==> config.mk <==
export PLATFORM = sky130hd
export DESIGN_NAME = os_uart_rx
export DESIGN_NICKNAME = d
export VERILOG_FILES = /design/src/rtl/os_uart_rx_pkg.sv /design/src/rtl/rx_sync.sv /design/src/rtl/rx_vote3.sv /design/src/rtl/rx_frame_ctrl.sv /design/src/rtl/os_uart_rx.sv
export SDC_FILE = /design/constraint.sdc
export NUM_CORES = 1
export LEC_CHECK = 0
export CORE_UTILIZATION = 50
export CTS_BUF_LIST = sky130_fd_sc_hd__clkbuf_2
export DETAILED_ROUTE_END_ITERATION = 6
export DONT_BUFFER_PORTS = 1
export HOLD_SLACK_MARGIN = 0.05
export SYNTH_ARGS = -nofsm -noshare
export SYNTH_HDL_FRONTEND = slang
export SYNTH_SLANG_ARGS = --single-unit
export TNS_END_PERCENT = 1
==> constraint.sdc <==
create_clock -name clk -period 3.65 [get_ports clk]
set_input_delay 0.365 -clock clk [delete_from_list [all_inputs] [get_ports clk]]
set_output_delay 0.365 -clock clk [all_outputs]
set_load 0.02 [all_outputs]
==> src/rtl/os_uart_rx_pkg.sv <==
package os_uart_rx_pkg;

   typedef enum logic [1:0] {
      RX_IDLE  = 2'd0,
      RX_START = 2'd1,
      RX_DATA  = 2'd2,
      RX_STOP  = 2'd3
   } rx_state_e;

   localparam int RT_START_A = 3;
   localparam int RT_START_B = 5;
   localparam int RT_START_C = 7;

endpackage

==> src/rtl/rx_sync.sv <==
module rx_sync #(
   parameter int   STAGES    = 2,
   parameter logic RESET_VAL = 1'b1
) (
   input  logic clk,
   input  logic rst_n,
   input  logic d_in,
   output logic d_out
);

   logic [STAGES-1:0] chain_q;

   generate
      for (genvar g = 0; g < STAGES; g++) begin : g_stage
         if (g == 0) begin : g_first
            always_ff @(posedge clk or negedge rst_n) begin
               if (!rst_n) chain_q[0] <= RESET_VAL;
               else        chain_q[0] <= d_in;
            end
         end else begin : g_next
            always_ff @(posedge clk or negedge rst_n) begin
               if (!rst_n) chain_q[g] <= RESET_VAL;
               else        chain_q[g] <= chain_q[g-1];
            end
         end
      end
   endgenerate

   assign d_out = chain_q[STAGES-1];

endmodule

==> src/rtl/rx_vote3.sv <==
module rx_vote3 (
   input  logic [2:0] smp,
   output logic       maj,
   output logic       mixed,
   output logic       few_ones,
   output logic       any_one
);

   always_comb begin
      maj      = (smp[0] & smp[1]) | (smp[0] & smp[2]) | (smp[1] & smp[2]);
      mixed    = (smp != 3'b000) && (smp != 3'b111);
      few_ones = ~maj;
      any_one  = |smp;
   end

endmodule

==> src/rtl/rx_frame_ctrl.sv <==
module rx_frame_ctrl
   import os_uart_rx_pkg::*;
#(
   parameter int DATA_BITS  = 8,
   parameter int OVERSAMPLE = 16,
   localparam int RTW = $clog2(OVERSAMPLE + 1),
   localparam int BCW = $clog2(DATA_BITS + 1)
) (
   input  logic                 clk,
   input  logic                 rst_n,
   input  logic                 tick,
   input  logic                 line_s,
   output logic [2:0]           vote_in,
   input  logic                 vote_maj,
   input  logic                 vote_mixed,
   input  logic                 vote_few_ones,
   input  logic                 vote_any_one,
   output logic [DATA_BITS-1:0] data_o,
   output logic                 valid_o,
   output logic                 noise_o,
   output logic                 ferr_o,
   output logic [RTW-1:0]       rt_o,
   output logic                 busy_o
);

   localparam int RT_MID = OVERSAMPLE / 2 + 1;
   localparam logic [RTW-1:0] RT_VA  = RTW'(RT_START_A);
   localparam logic [RTW-1:0] RT_VB  = RTW'(RT_START_B);
   localparam logic [RTW-1:0] RT_VC  = RTW'(RT_START_C);
   localparam logic [RTW-1:0] RT_S1  = RTW'(RT_MID - 1);
   localparam logic [RTW-1:0] RT_S2  = RTW'(RT_MID);
   localparam logic [RTW-1:0] RT_S3  = RTW'(RT_MID + 1);
   localparam logic [RTW-1:0] RT_END = RTW'(OVERSAMPLE);
   localparam logic [BCW-1:0] LAST_BIT = BCW'(DATA_BITS - 1);

   rx_state_e             state_q;
   logic [RTW-1:0]        rt_q;
   logic [BCW-1:0]        bit_q;
   logic                  prev_q;
   logic [1:0]            smp_q;
   logic [DATA_BITS-1:0]  shift_q;
   logic                  nz_acc_q;
   logic                  fe_acc_q;
   logic [DATA_BITS-1:0]  data_q;
   logic                  valid_q;
   logic                  noise_q;
   logic                  ferr_q;

   logic fall_seen;
   logic at_first, at_second, at_decide;

   assign vote_in   = {line_s, smp_q[1], smp_q[0]};
   assign fall_seen = prev_q & ~line_s;

   always_comb begin
      at_first  = 1'b0;
      at_second = 1'b0;
      at_decide = 1'b0;
      if (state_q == RX_START || state_q == RX_DATA || state_q == RX_STOP) begin
         at_first  = (rt_q == RT_S1);
         at_second = (rt_q == RT_S2);
         at_decide = (rt_q == RT_S3);
      end
   end

   always_ff @(posedge clk or negedge rst_n) begin
      if (!rst_n) begin
         state_q  <= RX_IDLE;
         rt_q     <= '0;
         bit_q    <= '0;
         prev_q   <= 1'b1;
         smp_q    <= '0;
         shift_q  <= '0;
         nz_acc_q <= 1'b0;
         fe_acc_q <= 1'b0;
         data_q   <= '0;
         valid_q  <= 1'b0;
         noise_q  <= 1'b0;
         ferr_q   <= 1'b0;
      end else begin
         valid_q <= 1'b0;
         if (tick) begin
            prev_q <= line_s;
            if (at_first)  smp_q[0] <= line_s;
            if (at_second) smp_q[1] <= line_s;
            unique case (state_q)
               RX_IDLE: begin
                  if (fall_seen) begin
                     state_q <= RX_START;
                     rt_q    <= RTW'(2);
                  end
               end
               RX_START: begin
                  rt_q <= rt_q + RTW'(1);
                  if (rt_q == RT_VA) smp_q[0] <= line_s;
                  if (rt_q == RT_VB) smp_q[1] <= line_s;
                  if (rt_q == RT_VC) begin
                     if (vote_few_ones) begin
                        nz_acc_q <= vote_any_one;
                        fe_acc_q <= 1'b0;
                     end else begin
                        state_q <= RX_IDLE;
                        rt_q    <= '0;
                     end
                  end
                  if (at_decide && vote_any_one) nz_acc_q <= 1'b1;
                  if (rt_q == RT_END) begin
                     state_q <= RX_DATA;
                     rt_q    <= RTW'(1);
                     bit_q   <= '0;
                  end
               end
               RX_DATA: begin
                  rt_q <= rt_q + RTW'(1);
                  if (at_decide) begin
                     shift_q <= {vote_maj, shift_q[DATA_BITS-1:1]};
                     if (vote_mixed) nz_acc_q <= 1'b1;
                  end
                  if (rt_q == RT_END) begin
                     rt_q <= RTW'(1);
                     if (bit_q == LAST_BIT) state_q <= RX_STOP;
                     else                   bit_q   <= bit_q + BCW'(1);
                  end
               end
               RX_STOP: begin
                  rt_q <= rt_q + RTW'(1);
                  if (at_decide) begin
                     fe_acc_q <= ~vote_maj;
                     if (vote_mixed) nz_acc_q <= 1'b1;
                  end
                  if (rt_q == RT_END) begin
                     state_q <= RX_IDLE;
                     rt_q    <= '0;
                     valid_q <= 1'b1;
                     data_q  <= shift_q;
                     noise_q <= nz_acc_q;
                     ferr_q  <= fe_acc_q;
                  end
               end
               default: state_q <= RX_IDLE;
            endcase
         end
      end
   end

   assign data_o  = data_q;
   assign valid_o = valid_q;
   assign noise_o = noise_q;
   assign ferr_o  = ferr_q;
   assign rt_o    = rt_q;
   assign busy_o  = (state_q != RX_IDLE);

endmodule

==> src/rtl/os_uart_rx.sv <==
module os_uart_rx #(
   parameter int DATA_BITS   = 8,
   parameter int OVERSAMPLE  = 16,
   parameter int SYNC_STAGES = 2,
   localparam int RTW = $clog2(OVERSAMPLE + 1)
) (
   input  logic                 clk,
   input  logic                 rst_n,
   input  logic                 tick_16x,
   input  logic                 rxd,
   output logic [DATA_BITS-1:0] rx_data,
   output logic                 rx_valid,
   output logic                 rx_noise,
   output logic                 rx_frame_err
);

   generate
      if (OVERSAMPLE != 16) begin : g_bad_os
         $error("os_uart_rx: OVERSAMPLE must be 16 for the fixed voting slots");
      end
      if (DATA_BITS < 1) begin : g_bad_db
         $error("os_uart_rx: DATA_BITS must be at least 1");
      end
      if (SYNC_STAGES < 2) begin : g_bad_sync
         $error("os_uart_rx: SYNC_STAGES must be at least 2");
      end
   endgenerate

   logic           line_s;
   logic [2:0]     vote_in;
   logic           vote_maj, vote_mixed, vote_few_ones, vote_any_one;
   logic [RTW-1:0] rt_cnt;
   logic           busy;

   rx_sync #(
      .STAGES    (SYNC_STAGES),
      .RESET_VAL (1'b1)
   ) u_sync (
      .clk   (clk),
      .rst_n (rst_n),
      .d_in  (rxd),
      .d_out (line_s)
   );

   rx_vote3 u_vote (
      .smp      (vote_in),
      .maj      (vote_maj),
      .mixed    (vote_mixed),
      .few_ones (vote_few_ones),
      .any_one  (vote_any_one)
   );

   rx_frame_ctrl #(
      .DATA_BITS  (DATA_BITS),
      .OVERSAMPLE (OVERSAMPLE)
   ) u_ctrl (
      .clk           (clk),
      .rst_n         (rst_n),
      .tick          (tick_16x),
      .line_s        (line_s),
      .vote_in       (vote_in),
      .vote_maj      (vote_maj),
      .vote_mixed    (vote_mixed),
      .vote_few_ones (vote_few_ones),
      .vote_any_one  (vote_any_one),
      .data_o        (rx_data),
      .valid_o       (rx_valid),
      .noise_o       (rx_noise),
      .ferr_o        (rx_frame_err),
      .rt_o          (rt_cnt),
      .busy_o        (busy)
   );

endmodule

# Yosys cells after proc, flatten, opt, wreduce, memory -nomap -nowiden
# Cells that the tools add are included.
# W data, S select, Z words.
[word_totals] inputBits=4 ff_bits=37 word_cells=109 out_inout_bits=11
[op_classes] n_bitwise=8 n_reduce_logical=18 n_eq_ne=27 n_addsub=2 n_mux=40
[op_table] op="$mux W5" n=6
[op_table] op="$pmux W5 S4" n=1
[op_table] op="$mux W1" n=18
[op_table] op="$mux W2" n=8
[op_table] op="$eq A5 B4 Y1 const B" n=3
[op_table] op="$ne A2 B2 Y1 const B" n=7
[op_table] op="$mux W4" n=3
[op_table] op="$ne A3 B3 Y1 const B" n=4
[op_table] op="$eq A5 B3 Y1 const B" n=2
[op_table] op="$reduce_and A5 Y1" n=2
[op_table] op="$ne A2 B1 Y1 const B" n=4
[op_table] op="$pmux W2 S4" n=1
[op_table] op="$pmux W4 S2" n=1
[op_table] op="$reduce_and A7 Y1" n=1
[op_table] op="$reduce_and A3 Y1" n=2
[op_table] op="$reduce_and A6 Y1" n=1
[op_table] op="$reduce_bool A2 Y1" n=3
[op_table] op="$add A5 B1 Y5 const B" n=1
[op_table] op="$eq A5 B2 Y1 const B" n=1
[op_table] op="$eq A5 B5 Y1 const B" n=1
[op_table] op="$add A4 B1 Y4 const B" n=1
[op_table] op="$and A1 B1 Y1" n=4
[op_table] op="$eq A2 B2 Y1 const B" n=2
[op_table] op="$eq A4 B3 Y1 const B" n=1
[op_table] op="other kinds (12)" n=17

# Longest topological paths before layout
# Gate-level depths: netlist (run 1).
[depth] depth_word=7 ltp_mapped=7

# By module
# From an unflattened synthesis (run 1), not the netlist that was laid out.
[unflattened] cells_unflattened=155 area_unflattened_um2=1875.5
[modules_own_cells] module="rx_frame_ctrl" area_per_inst_um2=1776.7 seq_area_each_um2=877.1 n_inst=1 cells_each=147
[modules_own_cells] module="rx_sync" area_per_inst_um2=52.6 seq_area_each_um2=52.6 n_inst=1 cells_each=2
[modules_own_cells] module="rx_vote3" area_per_inst_um2=46.3 seq_area_each_um2=0.0 n_inst=1 cells_each=6

# Least setup slack after synthesis (run 1)
# Ideal clock, no wire load.
[synth_timing] path_type="register to register" start="register u_ctrl.rt_q[0], in the netlist u_ctrl.rt_o[0]" end="register u_ctrl.data_q[0], in the netlist u_ctrl.data_o[0]" period_less_slack_ps=1656 path_stages_with_launch=8 arrival_time_ps=1531 path_slack_ps=1994 setup_ps=125 cell_sequence="dfrtp_1 -> inv_1 -> ha_1 -> and4bb_1 -> buf_6 -> nand4_4 -> buf_6 -> mux2_4"
[synth_via] elab_chain_len=2
[synth_lines] element="start: declaration" line_no="rx_frame_ctrl.sv:37" rtl="logic [RTW-1:0] rt_q;"
[synth_lines] element="start signal: assignment" line_no="rx_frame_ctrl.sv:94" rtl="rt_q <= rt_q + RTW'(1);"
[synth_lines] element="start signal: assignment" line_no="rx_frame_ctrl.sv:114" rtl="rt_q <= rt_q + RTW'(1);"
[synth_lines] element="start signal: assignment" line_no="rx_frame_ctrl.sv:126" rtl="rt_q <= rt_q + RTW'(1);"
[synth_lines] element="$eq A5 B5 Y1" line_no="rx_frame_ctrl.sv:131" rtl="if (rt_q == RT_END) begin"
[synth_lines] element="$reduce_and A3 Y1 (no line)"
[synth_lines] element="end signal: assignment" line_no="rx_frame_ctrl.sv:135" rtl="data_q <= shift_q;"
[synth_lines] element="end: declaration" line_no="rx_frame_ctrl.sv:44" rtl="logic [DATA_BITS-1:0] data_q;"
# No other way between the ends.
# A chain may end at the register's enable or synchronous reset.

==> results of run 1 <==
-- worst register-to-register path, delay by kind of cell, from the launching register on --
family	cells	cell delay [ps]
simple gates	3	1040
mux	1	380
flops	1	690
-- area by class of cell --
type / count / area (µm²) / share of cell area
Tap cell: 46 / 57.6 / 0.0292
Clock buffer: 6 / 30.0 / 0.0152
Sequential cell: 37 / 930 / 0.471
Multi-Input combinational cell: 103 / 858 / 0.435
Inverter: 6 / 22.5 / 0.0114
Timing Repair Buffer: 3 / 40.0 / 0.0203
Clock inverter: 2 / 35.0 / 0.0178
-- routing by layer --
layer,vias to the layer above,part of all wire,global-route usage
met2,21,0.46,0.276
met1,573,0.49,0.230
li1,562,-,-
met4,0,0.014,0.0597
met3,7,0.039,0.0616
met5,-,0,0
-- flip-flops by register name, indices dropped and copies added (netlist names), named ones only --
register,count
u_ctrl.bit_q,4
u_ctrl.data_o,8
u_ctrl.fe_acc_q,1
u_ctrl.ferr_o,1
u_ctrl.noise_o,1
u_ctrl.nz_acc_q,1
u_ctrl.prev_q,1
u_ctrl.rt_o,5
u_ctrl.shift_q,8
u_ctrl.smp_q,2
u_ctrl.state_q,1
u_ctrl.valid_o,1
u_sync.chain_q,1
u_sync.d_out,1
-- path summary, 6_finish.rpt --
kind	slack, ps	cells past startpoint	to
min reg2reg	370	0	u_sync.d_out
max	1430	4	u_ctrl.shift_q[2]
max in group asynchronous	2980	2	u_sync.chain_q[0]
max reg2reg	1430	4	u_ctrl.shift_q[2]
min	140	1	u_ctrl.prev_q
min in group asynchronous	400	2	u_ctrl.rt_o[0]
-- synthesized netlist by cell type, types with 3 or more instances --
cell,n,share of area
a21o_1,3,0.012
a21oi_1,5,0.013
a22o_1,3,0.014
a31oi_1,4,0.013
buf_2,3,0.0080
buf_6,4,0.024
dfrtp_1,34,0.45
dfstp_2,3,0.042
ha_1,5,0.033
inv_1,6,0.012
mux2_2,13,0.078
mux2_4,9,0.072
nand2_1,7,0.014
nand2b_1,5,0.017
nand3_1,4,0.011
nor2_1,7,0.014
nor3_1,4,0.011
nor4_1,3,0.010
o21ai_0,5,0.013
-- where the power goes --
group / internal, µW / switching, µW / total (µW)
sequential: 461 / 95.2 / 557
clock: 118 / 133 / 251
combinational: 132 / 150 / 282
-- timing repair --
action	in CTS	in global routing
hold buffers	3	0
gates resized for setup	0	0
endpoints found under the hold margin	38	0
-- kinds of logic after synthesis --
| group | Yosys count | synth area share |
|---|---|---|
| AND/OR/NAND/NOR | 47 | 0.168 |
| XOR/XNOR | 1 | 0.00467 |
| AO/OA/AOI/OAI | 27 | 0.0954 |
| buffers and inverters | 14 | 0.0467 |
| multiplexers | 22 | 0.150 |
| flip-flops | 37 | 0.496 |
| adder cells (fa/ha/maj) | 6 | 0.0394 |
-- through the flow --
step / util / instance area (µm²)
after global routing: 0.569 / 1970
final: 0.569 / 1970
after CTS: 0.569 / 1970
after global placement: 0.539 / 1870
after detailed placement: 0.539 / 1870
after floorplan: - / 1880
==> results.ini, run 1 <==
[synth]
async_reset_ff_frac=1.00
yosysUniqueCellTypes=42
yosys_most_used_dff=dfrtp_1
yosysSeqAreaShare=0.496
syn_area_um2=1880
syn-instance-count=154
synth.ff_latch_count=37
ys_warn_count=0
synth_nets=163
synth-edff-count=0
synth.avg_cell_area_um2=12.2

[clock_network]
cts_made_buffers=5
clk-insertion-delay-late_ps=380
numClockSinks=37
postCtsSetupBuffers=0
path_clk_slew_ps=190
cts_max_path_buffers=2
cts_tree=done
cts_root_buf=clkbuf_2
htreeDepth=2

[layout]
final_common_cell=dfrtp_1
synthToLayoutAreaGrowth_pct=5.20
fill_cells=314
nets=165
antenna-diode-count=0
final_cells=203
drive_above_1_share=0.255
final_cell_mix=dfrtp_1 (34), mux2_2 (13), mux2_4 (9)

[sta]
finalSetupTns_ps=0
period_share=0.608
finalMaxSlewViolations=0
worstMarginPinSlew_ps=616
min_period_ps=2220
max_slew_margin=0.585
layout_setup_ws_ps=1430
hold_viol=0
rsz0062_at_grt=no
setup_viol=0
fin_worst_skew_ps=19.9
max_freq_mhz=451
hold_ws_ps=144

[job]
maxCapViolations=0

[drt]
vias=1163
drcViolationCount=0
finalWirelength_um=3180
ant_nets=0
drt_iter0_drc=95
vias_per_cell=5.73
wire_per_inst_um=15.7
drt-pass1-iter-count=4

[run_status]
status=finished clean

[floorplanning]
start_util=0.541
core_um2=3470
dieArea_um2=4000
boundaryPins=15
die_x_um=63.2
die_y_um=63.2
num_rows=21

[critical_path]
cp-end-kind=flop
critical_path.top_delay_family=simple AND/OR/NAND/NOR gates
arrival_ps=2500
critPathKind=flop to flop
slowest_stage=dfrtp_1
crit_path_start_kind=flop
max_stage_delay_ps=690
crit_path_max_fanout=13
crit_buf_inv=0
path_cells=nor2_1 > nor4b_4 > and3_1 > mux2_2
required_ps=3930

[pwr]
leakage_uw=0.000932
pwr_density_cell_nw_per_um2=552
p_total_uw=1090
ir_worst_vdd_uv=271

[placement]
hpwl_um=2190
gp_congestion=0.823
port_buffers=0
dp_slack_ps=1500
dp.cells=192

[global_route]
grt_overflow_total=0
gr-usage-all-layers=0.177
grt_start_max_net_pins=38
grt_pass1_vias=1160
grt_pass1_wl_um=5400
antenna_found_initial=0

[hold_path]
hp-class=primary input to flop
hp-start=tick_16x

No activity file was read; power rests on OpenSTA's default activity.
==> inputs of run 2 (changes only) <==
Settings changed: PLACE_DENSITY set to 0.68.
Clock period 3.65 ns to 1.8 ns, I/O delays scaled along.
==> run 2 against run 1 <==
Against the previous run:
- via count is 11% higher
- utilization is 4.2 points higher
- sequential share of layout area is 3.2 points lower
- non-clock buffer count is 14 higher
- largest power group unchanged
- highest routed layer unchanged
==> results.ini, run 2 (synthesis gave the netlist of run 1 again) <==
[run_status]
status=finished clean

[global_route]
grt_overflow_total=0
grt_start_max_net_pins=38
grt_pass1_vias=1312
gr-usage-all-layers=0.215
antenna_found_initial=0
grt_pass1_wl_um=6450

[clock_network]
numClockSinks=37
htreeDepth=2
cts_made_buffers=5
cts_tree=done
clk-insertion-delay-late_ps=410
cts_max_path_buffers=2
cts_root_buf=clkbuf_2
path_clk_slew_ps=190

[job]
maxCapViolations=0

[layout]
drive_above_1_share=0.333
nets=179
synthToLayoutAreaGrowth_pct=12.9
fill_cells=291
antenna-diode-count=0
final_common_cell=dfrtp_1
design_area_um2=2120
utilization=0.611
final_cells=217
final_cell_mix=dfrtp_1 (34), mux2_2 (13), buf_4 (12)

[sta]
period_share=0.963
max_slew_margin=0.704
hold_ws_ps=87.8
min_period_ps=1730
fin_worst_skew_ps=10.6
finalMaxSlewViolations=0
hold_viol=0
setup_viol=0
max_freq_mhz=577
worstMarginPinSlew_ps=442
rsz0062_at_grt=yes

[critical_path]
crit_path_start_kind=flop
path_cells=inv_1 > ha_1 > and4bb_4 > buf_4 > nand3_1 > a21oi_2 > nor3_1
required_ps=2110
critPathKind=flop to flop
startpoint=u_ctrl.rt_o[1]
crit_path_max_fanout=6
rr_worst_depth=7
slowest_stage=dfrtp_1
regToRegSetupSlack_ps=70
worstReg2RegStart=u_ctrl.rt_o[1]
reg2reg_to=u_ctrl.bit_q[2]
max_stage_delay_ps=460
crit_end=u_ctrl.bit_q[2]
arrival_ps=2040
cp-end-kind=flop

[placement]
dp.cells=204
placed_area_um2=1960
gp_congestion=0.895
port_buffers=0
hpwl_um=2600

[floorplanning]
start_util=0.541
die_y_um=63.2
die_x_um=63.2
dieArea_um2=4000
num_rows=21
boundaryPins=15
core_um2=3470

[hold_path]
hp-class=primary input to flop

[pwr]
leakage_uw=0.00100
ir_worst_vdd_uv=595
pwr_density_cell_nw_per_um2=1140

[drt]
finalWirelength_um=3870
vias_per_cell=5.95
drt_iter0_drc=88
drcViolationCount=0
wire_per_inst_um=17.9
drt-pass1-iter-count=4
vias=1292
ant_nets=0

## run 2: per-layer routing
layer / up-vias / track usage / share of wire
li1: 595 / - / -
met1: 637 / 0.283 / 0.45
met2: 50 / 0.328 / 0.48
met3: 10 / 0.0543 / 0.054
met4: 0 / 0.105 / 0.022
met5: - / 0 / 0
## run 2: layout make-up
class,instances,area [µm²],area share
Clock inverter,3,46.3,0.0219
Multi-Input combinational cell,103,877,0.414
Clock buffer,5,25.0,0.0118
Tap cell,46,57.6,0.0272
Inverter,6,22.5,0.0106
Sequential cell,37,930,0.439
Timing Repair Buffer,17,160,0.0756
## run 2: power breakdown
part           switching [µW]  total, µW  leakage, µW  internal, µW
clock network             295        531    0.0000392           236
logic                     472        850     0.000473           378
registers                 103       1040     0.000490           937
total                     869       2420      0.00100          1550
## run 2: timing repair
item / 4_1_cts / 5_1_grt
hold endpoints to repair: 45 / 0
resized for setup: 3 / 4
hold buffers: 4 / 0
endpoints found under the setup margin: 22 / 23
pin swaps: 1 / 1
buffers inserted: 0 / 1
## run 2: worst min-delay path by stage
stage / slack (ps) / endpoint / cells past startpoint / from
floorplan: -120 / asynchronous set/reset pin / 0 / rst_n
detailed placement: -110 / u_ctrl.smp_q[0] / 0 / rst_n
finish: 90 / u_ctrl.bit_q[3] / 3 / tick_16x
CTS: 90 / u_ctrl.bit_q[3] / 3 / tick_16x
global placement: -110 / u_ctrl.rt_o[4] / 0 / rst_n
global route: 90 / u_ctrl.bit_q[3] / 3 / tick_16x
## run 2: stage by stage
step / setup TNS (ps) / total power (µW) / setup WS, ps
floorplan: 0 / 1590 / 144
global placement: 0 / 1790 / 13.2
detailed placement: -976 / 1830 / -94.6
CTS: 0 / 2400 / 13.1
global route: -1.54 / 2550 / -1.54
finish: 0 / 2420 / 66.3
## run 2: worst max-delay path: cells and delay by family, from the launching register on
| family | cells | cell delay [ps] |
|---|---|---|
| AO/OA/AOI/OAI | 1 | 200 |
| buffers and inverters | 2 | 260 |
| adder cells (fa/ha/maj) | 1 | 180 |
| flip-flops | 1 | 460 |
| AND/OR/NAND/NOR | 3 | 550 |
